File: src/rtl/sdram_fe_pkg.sv
package sdram_fe_pkg;
  typedef enum logic [2:0] {
    CMD_NONE = 3'd0,
    CMD_ACT  = 3'd1,
    CMD_RD   = 3'd2,
    CMD_WR   = 3'd3,
    CMD_PRE  = 3'd4,
    CMD_REF  = 3'd5,
    CMD_MRS  = 3'd6
  } cmd_e;
endpackage

File: src/rtl/sdram_cmd_decode.sv
module sdram_cmd_decode
  import sdram_fe_pkg::*;
(
  input  logic cs_n,
  input  logic ras_n,
  input  logic cas_n,
  input  logic we_n,
  output cmd_e cmd
);
  always_comb begin
    cmd = CMD_NONE;
    if (!cs_n) begin
      case ({ras_n, cas_n, we_n})
        3'b011:  cmd = CMD_ACT;
        3'b101:  cmd = CMD_RD;
        3'b100:  cmd = CMD_WR;
        3'b010:  cmd = CMD_PRE;
        3'b001:  cmd = CMD_REF;
        3'b000:  cmd = CMD_MRS;
        default: cmd = CMD_NONE;
      endcase
    end
  end
endmodule

File: src/rtl/sdram_cke_gate.sv
module sdram_cke_gate (
  input  logic clk,
  input  logic rst,
  input  logic cke,
  input  logic idle_next,
  output logic accept,
  output logic suspend_q,
  output logic powerdown_q
);
  logic cke_prev;

  // An edge is live if the previous sample was high (entry edge) or this one is (exit edge)
  assign accept = cke_prev | cke;

  always_ff @(posedge clk) begin
    if (rst) begin
      cke_prev    <= 1'b1;
      suspend_q   <= 1'b0;
      powerdown_q <= 1'b0;
    end else begin
      cke_prev <= cke;
      if (cke) begin
        suspend_q   <= 1'b0;
        powerdown_q <= 1'b0;
      end else if (cke_prev) begin
        powerdown_q <= idle_next;
        suspend_q   <= !idle_next;
      end
    end
  end

  p_status_excl_r10: assert property (@(posedge clk) disable iff (rst)
    !(suspend_q && powerdown_q));

  p_hold_low_r7: assert property (@(posedge clk) disable iff (rst)
    (!cke_prev && !cke) |=> ($stable(suspend_q) && $stable(powerdown_q)));

  p_exit_clear_r8: assert property (@(posedge clk) disable iff (rst)
    cke |=> (!suspend_q && !powerdown_q));
endmodule

File: src/rtl/sdram_bank_tracker.sv
module sdram_bank_tracker
  import sdram_fe_pkg::*;
#(
  parameter int NUM_BANKS = 4,
  localparam int BANK_W = $clog2(NUM_BANKS)
) (
  input  logic                 clk,
  input  logic                 rst,
  input  logic                 accept,
  input  cmd_e                 cmd,
  input  logic [BANK_W-1:0]    ba,
  input  logic                 pre_all,
  output logic [NUM_BANKS-1:0] open_q,
  output logic [NUM_BANKS-1:0] open_next
);
  for (genvar i = 0; i < NUM_BANKS; i++) begin : g_bank
    always_comb begin
      open_next[i] = open_q[i];
      if (accept) begin
        if (cmd == CMD_ACT && ba == BANK_W'(i))
          open_next[i] = 1'b1;
        else if (cmd == CMD_PRE && (pre_all || ba == BANK_W'(i)))
          open_next[i] = 1'b0;
      end
    end

    always_ff @(posedge clk) begin
      if (rst) open_q[i] <= 1'b0;
      else     open_q[i] <= open_next[i];
    end
  end

  p_pre_all_r9: assert property (@(posedge clk) disable iff (rst)
    (accept && cmd == CMD_PRE && pre_all) |=> (open_q == '0));

  p_act_sets_r3: assert property (@(posedge clk) disable iff (rst)
    (accept && cmd == CMD_ACT) |=> open_q[$past(ba)]);

  p_ignored_r7: assert property (@(posedge clk) disable iff (rst)
    !accept |=> $stable(open_q));
endmodule

File: src/rtl/sdram_cmd_frontend.sv
module sdram_cmd_frontend
  import sdram_fe_pkg::*;
#(
  parameter int NUM_BANKS   = 4,
  parameter int ADDR_W      = 11,
  parameter int COL_W       = 8,
  parameter int PRE_ALL_BIT = 10,
  localparam int BANK_W = $clog2(NUM_BANKS)
) (
  input  logic                 clk,
  input  logic                 rst,
  input  logic                 cke,
  input  logic                 cs_n,
  input  logic                 ras_n,
  input  logic                 cas_n,
  input  logic                 we_n,
  input  logic [BANK_W-1:0]    ba,
  input  logic [ADDR_W-1:0]    addr,
  output logic                 cmd_valid,
  output logic [2:0]           cmd_code,
  output logic [BANK_W-1:0]    cmd_bank,
  output logic [ADDR_W-1:0]    cmd_row,
  output logic [COL_W-1:0]     cmd_col,
  output logic [NUM_BANKS-1:0] bank_open,
  output logic                 cmd_suspend,
  output logic                 cmd_powerdown,
  output logic                 cmd_err
);
  cmd_e                 cmd;
  logic                 accept;
  logic [NUM_BANKS-1:0] open_next;
  logic                 is_rw, rw_bad, take;

  sdram_cmd_decode u_dec (
    .cs_n(cs_n), .ras_n(ras_n), .cas_n(cas_n), .we_n(we_n), .cmd(cmd)
  );

  sdram_bank_tracker #(.NUM_BANKS(NUM_BANKS)) u_banks (
    .clk(clk), .rst(rst), .accept(accept), .cmd(cmd), .ba(ba),
    .pre_all(addr[PRE_ALL_BIT]), .open_q(bank_open), .open_next(open_next)
  );

  sdram_cke_gate u_cke (
    .clk(clk), .rst(rst), .cke(cke), .idle_next(open_next == '0),
    .accept(accept), .suspend_q(cmd_suspend), .powerdown_q(cmd_powerdown)
  );

  assign is_rw  = (cmd == CMD_RD) || (cmd == CMD_WR);
  assign rw_bad = accept && is_rw && !bank_open[ba];
  assign take   = accept && (cmd != CMD_NONE) && !rw_bad;

  always_ff @(posedge clk) begin
    if (rst) begin
      cmd_valid <= 1'b0;
      cmd_code  <= CMD_NONE;
      cmd_bank  <= '0;
      cmd_row   <= '0;
      cmd_col   <= '0;
      cmd_err   <= 1'b0;
    end else begin
      cmd_valid <= take;
      cmd_code  <= take ? cmd : CMD_NONE;
      cmd_err   <= rw_bad;
      if (take && (cmd == CMD_ACT || is_rw || cmd == CMD_PRE))
        cmd_bank <= ba;
      if (take && cmd == CMD_ACT)
        cmd_row <= addr;
      if (take && is_rw)
        cmd_col <= addr[COL_W-1:0];
    end
  end

  p_deselect_r6: assert property (@(posedge clk) disable iff (rst)
    cs_n |=> !cmd_valid);

  p_err_quiet_r5: assert property (@(posedge clk) disable iff (rst)
    cmd_err |-> (!cmd_valid && $stable(bank_open)));

  p_pd_idle_r10: assert property (@(posedge clk) disable iff (rst)
    cmd_powerdown |-> (bank_open == '0));

  p_frozen_r7: assert property (@(posedge clk) disable iff (rst)
    (!cke && (cmd_suspend || cmd_powerdown)) |=> (!cmd_valid && $stable(bank_open)));
endmodule

File: config.mk
export PLATFORM = sky130hd
export DESIGN_NAME = sdram_cmd_frontend
export DESIGN_NICKNAME = d
export VERILOG_FILES = /design/src/rtl/sdram_fe_pkg.sv /design/src/rtl/sdram_cmd_decode.sv /design/src/rtl/sdram_cke_gate.sv /design/src/rtl/sdram_bank_tracker.sv /design/src/rtl/sdram_cmd_frontend.sv
export SDC_FILE = /design/constraint.sdc
export NUM_CORES = 1
export LEC_CHECK = 0
export ABC_AREA = 1
export CORE_MARGIN = 5
export CORE_UTILIZATION = 39
export DETAILED_ROUTE_END_ITERATION = 10
export PLACE_DENSITY_LB_ADDON = 0.05
export SYNTH_ARGS = -nofsm -noshare
export SYNTH_HDL_FRONTEND = slang
export SYNTH_SLANG_ARGS = --single-unit
File: constraint.sdc
create_clock -name clk -period 1.1 [get_ports clk]
set_input_delay 0.22 -clock clk [delete_from_list [all_inputs] [get_ports clk]]
set_output_delay 0.22 -clock clk [all_outputs]
set_load 0.02 [all_outputs]
; ---- Yosys cells after proc, flatten, opt, wreduce, memory -nomap -nowiden
; Cells that the tools add are included.
[op_classes]
order_cmp = 1
n_eq_ne = 12
mux = 16
bitwise = 2
n_reduce_logical = 31
[ops]
columns = op, n
row1 = 3-bit case mux with 6 select lines, 1
row2 = 1-bit logical AND, 15
row3 = 1-bit 2-to-1 mux, 13
row4 = "3-bit by 2-bit == test with 1-bit output, second input constant", 4
row5 = "3-bit == test, second input constant", 3
row6 = 1-bit logical OR, 7
row7 = "3-bit by 1-bit == test with 1-bit output, second input constant", 2
row8 = "2-bit == test, second input constant", 2
row9 = 4-bit zero test, 1
row10 = 2-bit OR reduction, 2
row11 = 1-bit zero test, 3
row12 = 3-bit zero test, 1
row13 = "2-bit by 3-bit < comparator with 1-bit output, second input constant", 1
row14 = 3-bit 2-to-1 mux, 1
row15 = 3-bit nonzero test, 1
row16 = 1-bit binary-select mux with 2-bit select, 1
row17 = "2-bit by 1-bit == test with 1-bit output, second input constant", 1
row18 = 2-bit zero test, 1
row19 = 1-bit inverter, 1
row20 = 1-bit OR, 1
[word_totals]
register_bits = 33
inputBits = 20
out_inout_bits = 32
wordCells = 75

; ---- Depth between registers and ports, before layout
; Gate-level depths: netlist of run 1.
[logic_depth]
ltp_word = 11
depth_mapped = 10
mapped_depth_nobuf = 10

; ---- Hierarchy
; A second synthesis of run 1 with hierarchy kept.
[unflattened]
cells_unflattened = 237
area_unflattened_um2 = 1572.8
[by_module_without_submodules]
columns = module, n_inst, cells_per_inst, area_per_inst_um2, seq_area_each_um2
row1 = sdram_cmd_frontend, 1, 167, 1154.9, 520.5
row2 = sdram_bank_tracker, 1, 43, 257.7, 80.1
row3 = sdram_cke_gate, 1, 15, 107.6, 60.1
row4 = sdram_cmd_decode, 1, 12, 52.6, 0.0

; ---- Worst setup path before layout of run 1
; OpenSTA, ideal clock, no wires.
[synth_path]
path_type = register to register
from = register u_banks.open_q[3]
to = register cmd_bank[0]
arrival_ns = 1.058
t_required_ns = 0.970
slack_ns = -0.089
path_stages_with_launch = 9
n_path_buf = 1
period_less_slack_ns = 1.189
path_cell_list = dfxtp_1 nand2_1 nand2_1 nand2_1 nand2_2 nand3_4 buf_8 nand3_2 a21oi_2
[synth_between]
elab_chain_cells = 7
[synth_rtl]
columns = element, line_no
row1 = start: declaration, sdram_bank_tracker.sv:13  ; output logic [NUM_BANKS-1:0] open_q,
row2 = start signal: indexed assignment, sdram_bank_tracker.sv:29  ; else open_q[i] <= open_next[i];
row3 = 1-bit binary-select mux with 2-bit select, sdram_cmd_frontend.sv:49  ; assign rw_bad = accept && is_rw && !bank_open[ba];
row4 = 1-bit 2-to-1 mux (implied by the code), sdram_cmd_frontend.sv:49
row5 = 1-bit zero test, sdram_cmd_frontend.sv:49
row6 = 1-bit logical AND, sdram_cmd_frontend.sv:49
row7 = 1-bit zero test, sdram_cmd_frontend.sv:50  ; assign take = accept && (cmd != CMD_NONE) && !rw_bad;
row8 = 1-bit logical AND, sdram_cmd_frontend.sv:50
row9 = 1-bit logical AND, sdram_cmd_frontend.sv:64  ; if (take && (cmd == CMD_ACT || is_rw || cmd == CMD_PRE))
row10 = end signal: assignment, sdram_cmd_frontend.sv:56  ; cmd_bank <= '0;
row11 = end signal: assignment, sdram_cmd_frontend.sv:65  ; cmd_bank <= ba;
row12 = end: declaration, sdram_cmd_frontend.sv:21  ; output logic [BANK_W-1:0] cmd_bank,
; Every way passes these cells. The select of a mux whose other input is x is not followed.
; A chain may end at the register's enable or synchronous reset.

; ---- Worst setup path after layout of run 1
[layout_path]
from = register u_cke.cke_prev
to = register cmd_row[5]
[layout_between]
elab_chain_cells = 6
elab_cells_between_ends = 7
classes_between = bitwise (1) / reduce/logical (6)
[layout_rtl]
columns = element, line_no
row1 = start: declaration, sdram_cke_gate.sv:10  ; logic cke_prev;
row2 = start signal: assignment, sdram_cke_gate.sv:21  ; cke_prev <= cke;
row3 = 1-bit OR (*), sdram_cke_gate.sv:13  ; assign accept = cke_prev | cke;
row4 = 1-bit logical AND (2 in series), sdram_cmd_frontend.sv:49
row5 = 1-bit zero test, sdram_cmd_frontend.sv:50
row6 = 1-bit logical AND (*), sdram_cmd_frontend.sv:50
row7 = 1-bit logical AND (*), sdram_cmd_frontend.sv:66  ; if (take && cmd == CMD_ACT)
row8 = end signal: assignment, sdram_cmd_frontend.sv:67  ; cmd_row <= addr;
row9 = end: declaration, sdram_cmd_frontend.sv:22  ; output logic [ADDR_W-1:0] cmd_row,
; Every way passes the cells marked *; elsewhere a longest branch is shown, timed or not.

==> results of run 1 <==
[synthesized netlist by cell type, drive strengths merged]
| cell type | count |
|---|---|
| dfxtp | 33 |
| nand3b | 1 |
| o21bai | 1 |
| o21ai | 22 |
| a21oi | 19 |
| inv | 24 |
| nand3 | 12 |
| buf | 2 |
| a22oi | 1 |
| nand4 | 2 |
| clkbuf | 3 |
| nand2 | 28 |
| nor2 | 34 |
[flip-flops by register name, indices dropped and copies added, names as in the netlist]
| register | cells |
|---|---|
| u_cke.powerdown_q | 1 |
| cmd_bank | 2 |
| cmd_valid | 1 |
| u_cke.cke_prev | 1 |
| cmd_err | 1 |
| cmd_code | 3 |
| cmd_col | 8 |
| cmd_row | 11 |
| u_cke.suspend_q | 1 |
| u_banks.open_q | 4 |
[kinds of logic after synthesis]
group | share of synthesized area [%]
AOI/OAI and AO/OA | 16.77
DFF | 47.61
buffers and inverters | 8.926
and+or+nand+nor | 26.69
[worst max path at each step]
stage / end / cells past startpoint / startpoint
floorplan: cmd_row[0] / 7 / u_cke.cke_prev
global placement: cmd_col[5] / 7 / cas_n
detailed placement: cmd_col[5] / 8 / ba[0]
CTS: cmd_row[1] / 7 / u_cke.cke_prev
global route: cmd_row[5] / 7 / u_cke.cke_prev
finish: cmd_row[5] / 7 / u_cke.cke_prev
[what timing repair did]
item / CTS / global route
hold buffers: 0 / 0
endpoints found under the setup margin: 62 / 56
buffers inserted: 2 / 3
resized for setup: 173 / 61
cloned: 1 / 1
pin swaps: 16 / 9
[layout make-up]
| cell class | instances | area (um^2) |
|---|---|---|
| Clock inverter | 2 | 10.01 |
| Fill cell | 299 | 998.5 |
| Tap cell | 46 | 57.56 |
| Inverter | 24 | 95.09 |
| Clock buffer | 6 | 41.29 |
| Multi-Input combinational cell | 121 | 789.5 |
| Timing Repair Buffer | 84 | 706.9 |
| Sequential cell | 33 | 690.7 |
[routing by layer]
layer / wire length, um / global-route usage (%) / up-vias
li1: - / - / 764
met1: 1889 / 23.64 / 677
met2: 2055 / 27.01 / 38
met3: 240 / 5.652 / 7
met4: 57 / 5.745 / 0
met5: 0 / 0 / -
[power by group]
| group | internal (uW) | switching (uW) |
|---|---|---|
| Combinational | 195 | 220 |
| Sequential | 1220 | 16.7 |
| Clock | 243 | 421 |
| Total | 1660 | 658 |
[worst min-delay path, stage by stage]
cell and delay, ps:
dlygate4sd2_1 260, nor2_1 70, inv_1 70
[stage by stage]
stage	worst slack (ps)	util (%)	area [um^2]	std cells
2_1_floorplan	-7.807	-	1413	182
3_3_place_gp	-560.8	64.27	2178	302
3_5_place_dp	-603.0	64.27	2178	302
4_1_cts	-126.7	64.64	2191	312
5_1_grt	-230.3	70.54	2391	316
6_report	-170.9	70.54	2391	316
==> impl_metrics.toml, run 1 <==
[run_status]
status = "finished with violations"
violations = "setup timing"

[power_and_ir_drop]
p_leak_uw = 0.001067
total_power_uw = 2316
ir_worst_vdd_uv = 768.6
p_per_area_nw_per_um2 = 968.5

[min_path]
hold_class = "input port to register"
whs_path_depth = 3
hold_end = "u_cke.cke_prev"
worstHoldStart = "cke"

[critical_path]
slowest_stage = "dfxtp_4"
crit_arrival_ps = 1540
endpoint_kind = "register"
cpPeakStageDelay_ps = 370
crit_path_start_kind = "register"
path_cells = "nor2_4, inv_4, nand4_4, nor2_4, clkbuf_16, o21ai_2, nor2_1"
path_max_fanout = 6
cp_top_family = "simple AND/OR/NAND/NOR gates"
r2r-start = "u_cke.cke_prev"
reg2reg_to = "cmd_row[5]"
critical_path_class = "register to register"
critPathRequiredTime_ps = 1370
crit_buf_inv = 2
worst_r2r_path_depth = 7
reg2reg_slack_ps = -170
cp_common_cell = "nor2_4"

[placement]
gp_congestion = 0.9072
portBuffers = 51
hpwl_mm = 2.858

[die]
die_height_um = 69.65
die_area_um2 = 4851
ios = 52
die_w_um = 69.65
coreArea_um2 = 3390
start_util_pct = 40.94
rows = 21

[logic_synthesis]
synth_top_cell_area_share_pct = 47.61
yosysTopAreaCell = "dfxtp_1"
syn_avg_cell_area_um2 = 7.624
ys_seq_area_share_pct = 47.61
ys_top_cells_by_area = "dfxtp_1 (48%), o21ai_0 (7.9%), nor2_1 (7.8%)"
yosysUniqueCellTypes = 22
syn_inst = 182
ys_ff_latch = 33
synthesis.nets = 202
syn_area_um2 = 1388
yosys_warnings = 0

[final_layout]
layout_commonest_cell = "buf_4"
drive_gt1_share_pct = 54.81
nets = 289
num_antenna_cells = 0
area_delta_synth_final_pct = 72.32
mostFrequentLayoutCells = "buf_4 (52), nor2_1 (27), nand2_1 (20)"

[timing]
timing.final.crit_period_ps = 1271
worst_clock_skew_ps = 6.202
whs_ps = 317.3
relSlewSlack_pct = 83.66
tightestPinTransition_ps = 244.5
setup_viol = 28
rsz0062_at_grt = "true"
period_share_pct = 115.5
hold_viol = 0
timing.fmax_ghz = 0.7868
finalWorstSetupSlack_ps = -170.9
slew_viol_final = 0
tns_ps = -2802

[routing]
final_antenna_net_count = 0
drt_first_iter_violations = 56
drt-vias-per-instance = 4.703
dr.pass1.iters = 4
routedWlPerCell_um = 13.42
finalWirelength_mm = 4.242
vias = 1486
drc = 0

[clocking]
cts_sinks = 33
tritoncts = "yes"
cts_htree_levels = 2
cts_buffers = 5
worstSkewPairLatency_ps = 330
path_clk_slew_ps = 100
clock_tree.root_cell = "clkbuf_4"
cts.path.max_buffers = 2

[grt]
grt_pass1_vias = 1419
grt_pass1_wl_mm = 7.017
overflow = 0
grt_start_max_net_pins = 20
grtUsageTotal_pct = 17.71
antenna_found_initial = 0

[job]
drv_cap = 0
Note: power is estimated with default switching activity, not from simulation.
==> run 2: changes to the inputs <==
- GPL_TIMING_DRIVEN: unset -> 0
==> run 2 against run 1 <==
- non-clock buffer count decreased by 20
- the run still ends with setup timing left
- worst setup slack improved by 19 ps
- global-route usage decreased by 2.0 points
==> impl_metrics.toml, run 2 (synthesized netlist as in run 1, its figures left out) <==
[run_status]
status = "finished with violations"
violations = "setup timing"

[placement]
portBuffers = 50
place_ws_ps = -679.1
gp_congestion = 0.8097
hpwl_mm = 2.716

[die]
ios = 52
die_height_um = 69.65
start_util_pct = 40.94
die_w_um = 69.65
coreArea_um2 = 3390
rows = 21
die_area_um2 = 4851

[critical_path]
slowest_stage = "dfxtp_4"
path_max_fanout = 6
reg2reg_to = "cmd_row[8]"
critPathRequiredTime_ps = 1390
crit_arrival_ps = 1540
crit_path_start_kind = "register"
endpoint_kind = "register"
critical_path_class = "register to register"
path_cells = "nor2_4, inv_4, nand4_4, nor2_4, buf_6, o21ai_1, nor2_1"
cp_common_cell = "nor2_4"
crit_buf_inv = 2
cpPeakStageDelay_ps = 380
r2r-start = "u_cke.cke_prev"
reg2reg_slack_ps = -150
worst_r2r_path_depth = 7
cp_top_family = "simple AND/OR/NAND/NOR gates"

[timing]
slew_viol_final = 0
tightestPinTransition_ps = 578.7
relSlewSlack_pct = 61.42
tns_ps = -2449
finalWorstSetupSlack_ps = -152.2
timing.final.crit_period_ps = 1252
rsz0062_at_grt = "true"
setup_viol = 25
timing.fmax_ghz = 0.7986
period_share_pct = 113.8
hold_viol = 0
worst_clock_skew_ps = 13.00
whs_ps = 289.0

[final_layout]
mostFrequentLayoutCells = "buf_4 (33), nor2_1 (25), nand2_1 (25)"
nets = 268
drive_gt1_share_pct = 43.78
top_register = "cmd_row"
fin_util_pct = 62.42
layout_commonest_cell = "buf_4"
area_delta_synth_final_pct = 52.48
nFillCells = 331
largest_reg_flops = 11
top_regs = "cmd_row (11), cmd_col (8), u_banks.open_q (4)"
num_antenna_cells = 0

[min_path]
whs_path_depth = 2
hold_end = "cmd_err"
worstHoldStart = "rst"
hold_class = "input port to register"

[power_and_ir_drop]
power_frac_clock_pct = 33.8
combPwrFrac_pct = 14.0
p_sw_share_pct = 26.17
switchingPower_uw = 619.3
p_int_uw = 1747
p_leak_uw = 0.0009460
power_frac_seq_pct = 52.2
ir_worst_vdd_uv = 785.3
p_per_area_nw_per_um2 = 1118

[grt]
antenna_found_initial = 0
grt_pass1_wl_mm = 6.120
overflow = 0
grt_pass1_vias = 1349
grt_start_max_net_pins = 12
grtUsageTotal_pct = 15.73

[routing]
dr.pass1.iters = 4
routedWlPerCell_um = 12.49
drt_first_iter_violations = 78
final_antenna_net_count = 0
drt-vias-per-instance = 4.637
drc = 0
vias = 1368
finalWirelength_mm = 3.685

[clocking]
tritoncts = "yes"
cts.path.max_buffers = 2
cts_sinks = 33
path_clk_slew_ps = 110
cts_htree_levels = 2
worstSkewPairLatency_ps = 340
cts_buffers = 5
clock_tree.root_cell = "clkbuf_4"

[job]
drv_cap = 0
==> run 2: cell count changes in the layout (fill, tap and decap cells not counted), sizes merged <==
cell | previous run | this run
dlygate4sd2 | 6 | 7
buf | 64 | 43
clkbuf | 7 | 10
clkinv | 2 | 1
clkdlybuf4s50 | 12 | 11
clkdlybuf4s15 | 1 | 0
nand3 | 13 | 12
==> run 2: routing by layer <==
metal,track usage [%],part of all wire [%],up-vias
met4,7.234,2.0,0
met2,24.89,46,33
met5,0,0,-
met1,18.01,45,612
met3,7.246,6.6,5
li1,-,-,718
==> run 2: worst max-delay path by stage <==
stage                   start         endpoint  slack, ps  cells past startpoint
3_3_place_gp            ba[1]      cmd_bank[0]       -650                     10
2_1_floorplan  u_cke.cke_prev       cmd_row[0]         -8                      7
5_1_grt        u_cke.cke_prev       cmd_row[7]       -230                      7
6_report       u_cke.cke_prev       cmd_row[8]       -150                      7
4_1_cts        u_cke.cke_prev       cmd_row[7]       -120                      7
3_5_place_dp            cas_n  u_cke.suspend_q       -680                     10
==> run 2: timing repair <==
action,CTS,global route
setup endpoints to repair,64,55
hold endpoints to repair,0,0
pin swaps,6,7
resized for setup,158,52
setup buffers,5,3
cloned,1,0
hold buffers,0,0
==> run 2: power by group through the flow <==
| stage | sequential, uW | clock (uW) | combinational, uW |
|---|---|---|---|
| floorplan | 1290 | 0 | 117 |
| global placement | 1260 | 0 | 305 |
| detailed placement | 1260 | 0 | 309 |
| CTS | 1230 | 820 | 307 |
| global route | 1240 | 883 | 360 |
| finish | 1240 | 799 | 332 |
==> run 2: per-stage QoR <==
step	power (uW)	cells	cell area, um^2
6_report	2366	295	2116
5_1_grt	2482	295	2116
4_1_cts	2359	292	1979
3_5_place_dp	1570	278	1971
3_3_place_gp	1563	278	1971
2_1_floorplan	1407	182	1413
==> run 2: final cells by class <==
cell class | count | area (um^2) | area share, %
sequential | 33 | 694.4 | 32.82
clock buffer | 7 | 66.31 | 3.134
buffer | 5 | 37.54 | 1.774
timing repair buffer | 59 | 478.0 | 22.59
inverter | 24 | 95.09 | 4.494
clock inverter | 1 | 5.005 | 0.2365
tap | 46 | 57.56 | 2.720
multi-input combinational | 120 | 681.9 | 32.23
==> run 2: worst reg2reg max path, stage by stage (launching register included) <==
cell and delay [ps]:
dfxtp_4 380, nor2_4 60, inv_4 100, nand4_4 110, nor2_4 210, buf_6 160
o21ai_1 60, nor2_1 110
